**src/rtl/oc_pkg.sv**
```systemverilog
package oc_pkg;

    typedef enum logic [1:0] {
        OP_ADD     = 2'b00,
        OP_SUB     = 2'b01,
        OP_NEG     = 2'b10,
        OP_NEG_ALT = 2'b11
    } oc_op_e;

    // core selection values
    localparam logic CORE_CARRY  = 1'b0;
    localparam logic CORE_BORROW = 1'b1;

endpackage

```
**src/rtl/oc_eac_adder.sv**
```systemverilog
// Ones-complement adder: carry out of the top bit re-enters at bit 0.
module oc_eac_adder #(
    parameter int W = 8
) (
    input  logic [W-1:0] x_i,
    input  logic [W-1:0] y_i,
    output logic [W-1:0] sum_o
);
    logic [W:0] raw_d;

    always_comb begin
        raw_d = {1'b0, x_i} + {1'b0, y_i};
        // a single wrap suffices: raw low bits never exceed 2^W-2 when carry is set
        sum_o = raw_d[W-1:0] + W'(raw_d[W]);
    end
endmodule

```
**src/rtl/oc_eab_subber.sv**
```systemverilog
// Ones-complement subtracter: borrow out of the top bit is taken from bit 0.
module oc_eab_subber #(
    parameter int W = 8
) (
    input  logic [W-1:0] x_i,
    input  logic [W-1:0] y_i,
    output logic [W-1:0] diff_o
);
    logic [W:0] raw_d;

    always_comb begin
        raw_d  = {1'b0, x_i} - {1'b0, y_i};
        // when a borrow occurs the low bits are at least 1, so no second wrap
        diff_o = raw_d[W-1:0] - W'(raw_d[W]);
    end
endmodule

```
**src/rtl/oc_flag_gen.sv**
```systemverilog
// Status flags; overflow uses only sign bits so it sits beside the carry chain.
module oc_flag_gen #(
    parameter int W = 8
) (
    input  logic         p_sign_i,
    input  logic         q_sign_i,
    input  logic         is_neg_i,
    input  logic [W-1:0] res_i,
    output logic         ovf_o,
    output logic         negz_o,
    output logic         zero_o
);
    logic all_one_d;
    logic all_zero_d;

    always_comb begin
        all_one_d  = &res_i;
        all_zero_d = ~|res_i;
        ovf_o      = !is_neg_i && (p_sign_i == q_sign_i) && (res_i[W-1] != p_sign_i);
        negz_o     = all_one_d;
        zero_o     = all_one_d | all_zero_d;
    end
endmodule

```
**src/rtl/oc_arith_unit.sv**
```systemverilog
module oc_arith_unit #(
    parameter int W = 8
) (
    input  logic [W-1:0] a_i,
    input  logic [W-1:0] b_i,
    input  logic [1:0]   op_i,
    input  logic         core_sel_i,
    output logic [W-1:0] res_o,
    output logic         ovf_o,
    output logic         negz_o,
    output logic         zero_o
);
    import oc_pkg::*;

    oc_op_e       op_e;
    logic         is_neg_d;
    logic [W-1:0] q_d;        // effective second addend
    logic [W-1:0] sub_y_d;    // subtrahend fed to the borrow core
    logic [W-1:0] carry_res_d;
    logic [W-1:0] borrow_res_d;
    logic [W-1:0] res_d;

    always_comb begin
        op_e     = oc_op_e'(op_i);
        is_neg_d = (op_e == OP_NEG) || (op_e == OP_NEG_ALT);
        q_d      = (op_e == OP_SUB) ? ~b_i : b_i;
        // A + q == A - ~q, so the borrow core always subtracts ~q
        sub_y_d  = ~q_d;
    end

    oc_eac_adder #(.W(W)) u_carry (
        .x_i   (a_i),
        .y_i   (q_d),
        .sum_o (carry_res_d)
    );

    oc_eab_subber #(.W(W)) u_borrow (
        .x_i    (a_i),
        .y_i    (sub_y_d),
        .diff_o (borrow_res_d)
    );

    always_comb begin
        if (is_neg_d)
            res_d = ~a_i;
        else if (core_sel_i == CORE_BORROW)
            res_d = borrow_res_d;
        else
            res_d = carry_res_d;
    end

    oc_flag_gen #(.W(W)) u_flags (
        .p_sign_i (a_i[W-1]),
        .q_sign_i (q_d[W-1]),
        .is_neg_i (is_neg_d),
        .res_i    (res_d),
        .ovf_o    (ovf_o),
        .negz_o   (negz_o),
        .zero_o   (zero_o)
    );

    assign res_o = res_d;
endmodule

```
**config.mk**
```make
export PLATFORM = sky130hd
export DESIGN_NAME = oc_arith_unit
export DESIGN_NICKNAME = d
export VERILOG_FILES = /design/src/rtl/oc_pkg.sv /design/src/rtl/oc_eac_adder.sv /design/src/rtl/oc_eab_subber.sv /design/src/rtl/oc_flag_gen.sv /design/src/rtl/oc_arith_unit.sv
export SDC_FILE = /design/constraint.sdc
export NUM_CORES = 1
export LEC_CHECK = 0
export BUFFER_PORTS_ARGS = -buffer_cell sky130_fd_sc_hd__buf_2
export CAP_MARGIN = 30
export CORE_AREA = 2 2 51 53
export DETAILED_ROUTE_END_ITERATION = 10
export DIE_AREA = 0 0 53 55
export PLACE_DENSITY_LB_ADDON = 0.1
export SYNTH_ARGS = -nofsm -noshare
export SYNTH_HDL_FRONTEND = slang
export SYNTH_SLANG_ARGS = --single-unit
```
**constraint.sdc**
```tcl
create_clock -name vclk -period 12.9
set_input_delay 2.58 -clock vclk [all_inputs]
set_output_delay 2.58 -clock vclk [all_outputs]
set_load 0.02 [all_outputs]
```
==> impl_metrics.toml <==
[yosys]
yosys_warnings = 0
synth_area_leaders = "ha_1 12%, xnor2_1 11%, mux2i_1 5.1%"
avgSynthCellArea_um2 = 7.392
yosysSeqAreaShare_pct = 0
netlist_area_um2 = 1368
syn_inst = 185
ys_types = 59
synth_common_cells = "17 x xnor2_1, 13 x ha_1, 13 x nand2_1"
synth_top_cell_area_share_pct = 11.89
yosys.area.top_type = "ha_1"
synth.most_common_cell = "xnor2_1"
synth_nets = 219

[flow_run]
cap_violations = 0

[timing]
setup_viol = 0
finalCritPeriodShare_pct = 75.98
maxClockFrequency_ghz = 0.1020
worstMarginPinSlew_ns = 0.5762
setup_tns_ns = 0
hold_viol = 0
layout_min_cycle_time_ns = 9.801
slew_violations = 0
rsz0062_at_grt = "no"
slew_headroom_pct = 61.59
setup_ws_ns = 3.099

[layout]
n_sequential_cell = 0
layout-drive-gt1-share_pct = 21.95
area_growth_pct = 9.424
n_antenna_cell = 0
area.sequential_um2 = 0
fill_cells = 240
nClkBuffers = 0
fin_nets = 241

[routing]
wl_per_cell_um = 15.46
ant_nets = 0
drt_iter0_markers = 68
vias = 1457
vias_per_cell = 6.200
firstDrtPassIters = 4
routed_wl_mm = 3.634
drc = 0

[power_and_ir_drop]
power_leakage_nw = 0.6512
vdd_drop_max_uv = 47.36
internal-power_mw = 0.04959
p_per_area_nw_per_um2 = 81.19
clkPwrFrac_pct = 0
p_sw_mw = 0.07191
p_sw_share_pct = 59.19
power_frac_seq_pct = 0
comb_power_share_pct = 100.0

[critical_path]
crit_type = "in2out"
cpPeakStageDelay_ns = 0.52
slowest_stage = "nand2b_1"
path_common_cell = "ha_1"
cp_top_family = "simple AND/OR/NAND/NOR gates"
worstPathCellList = "buf_2, nand2b_1, xnor2_1, ha_1, fa_1, and3_1, o21ai_0, nand2_1, a21o_1, ha_1, ha_1, o211a_1, a211oi_1, nor3b_1, o41ai_1, or4b_1, mux2i_1, buf_2"
crit_fanout = 16
worst-path-buf-inv = 2
crit_required_ns = 10.32
critPathLaunch = "op_i[1]"
arrival_ns = 7.22
cp-end-kind = "output port"
crit_path_start_kind = "input pin"

[floorplan]
num_rows = 18
initial_core_util_pct = 57.83
io_pins = 30
die_h_um = 55
die_w_um = 53
die_area_um2 = 2915
core_area_um2 = 2365

[status]
status = "finished clean"

[placed_design]
port-buffer-count = 30
post-place-ws_ns = 3.111
hpwlAfterDp_mm = 2.961
gp_congestion = 0.9271

[clock_network]
cts_setup_buffers = 0
hold_buffers = 0
cts_resized = 0

[global_routing]
grt_pass1_vias = 1184
grt_max_degree = 17
overflow = 0
antenna_found_initial = 0
grt_pass1_wl_mm = 5.658
track_usage_pct = 26.14

[worst_hold_path]
min_path_type = "in2out"
min_from = "a_i[2]"
## power by group through the flow
stage | sequential, mW | clock (mW) | combinational (mW)
after CTS | 0 | 0 | 0.120
final | 0 | 0 | 0.122
after global placement | 0 | 0 | 0.119
after global routing | 0 | 0 | 0.134
after detailed placement | 0 | 0 | 0.119
after floorplan | 0 | 0 | 0.0956
## stage by stage
step	cell area (um^2)	util, %	power, mW	hold slack, ns	instances
6_report	1496	63.28	0.1215	5.517	235
5_1_grt	1496	63.28	0.1342	5.544	235
4_1_cts	1496	63.28	0.1200	5.512	235
3_5_place_dp	1496	63.28	0.1195	5.512	235
3_3_place_gp	1496	63.28	0.1186	5.498	235
2_1_floorplan	1368	-	0.09564	5.328	185
## routing by layer
metal	track usage (%)	up-vias	part of all wire, %
met5	0	-	0
met4	2.137	0	0.99
met3	0	4	3.9
met2	46.67	44	50
met1	37.06	682	45
li1	-	727	-
## cells in the final DEF, fill, tap and decap left out, types with 6 or more instances in the layout
cell type / n
nand3_1: 7
nand2b_1: 6
buf_2: 30
inv_1: 10
a21oi_1: 8
nand2_1: 13
ha_1: 13
o21ai_0: 9
mux2i_1: 7
nor2_1: 8
xnor2_1: 17
## area by class of cell
cell class / instances / area (um^2) / area share [%]
timing repair buffer: 30 / 150.1 / 10.03
multi-input combinational: 165 / 1271 / 84.95
inverter: 10 / 37.54 / 2.508
tap: 30 / 37.54 / 2.508
## worst min-delay path: cells and delay by family
family | cells | cell delay, ns
buf+inv | 2 | 0.26
mux | 1 | 0.09
## kinds of logic after synthesis
logic type | share of synthesized area, %
buf+inv | 7.045
mux | 5.947
xor+xnor | 13.45
simple gates | 31.38
compound gates | 27.36
fa+ha+maj | 14.82
## worst paths after layout
| path | end | slack [ns] | cells past startpoint |
|---|---|---|---|
| max | zero_o | 3.10 | 18 |
| min | res_o[2] | 5.52 | 3 |
Note: power is estimated with default switching activity, not from simulation.
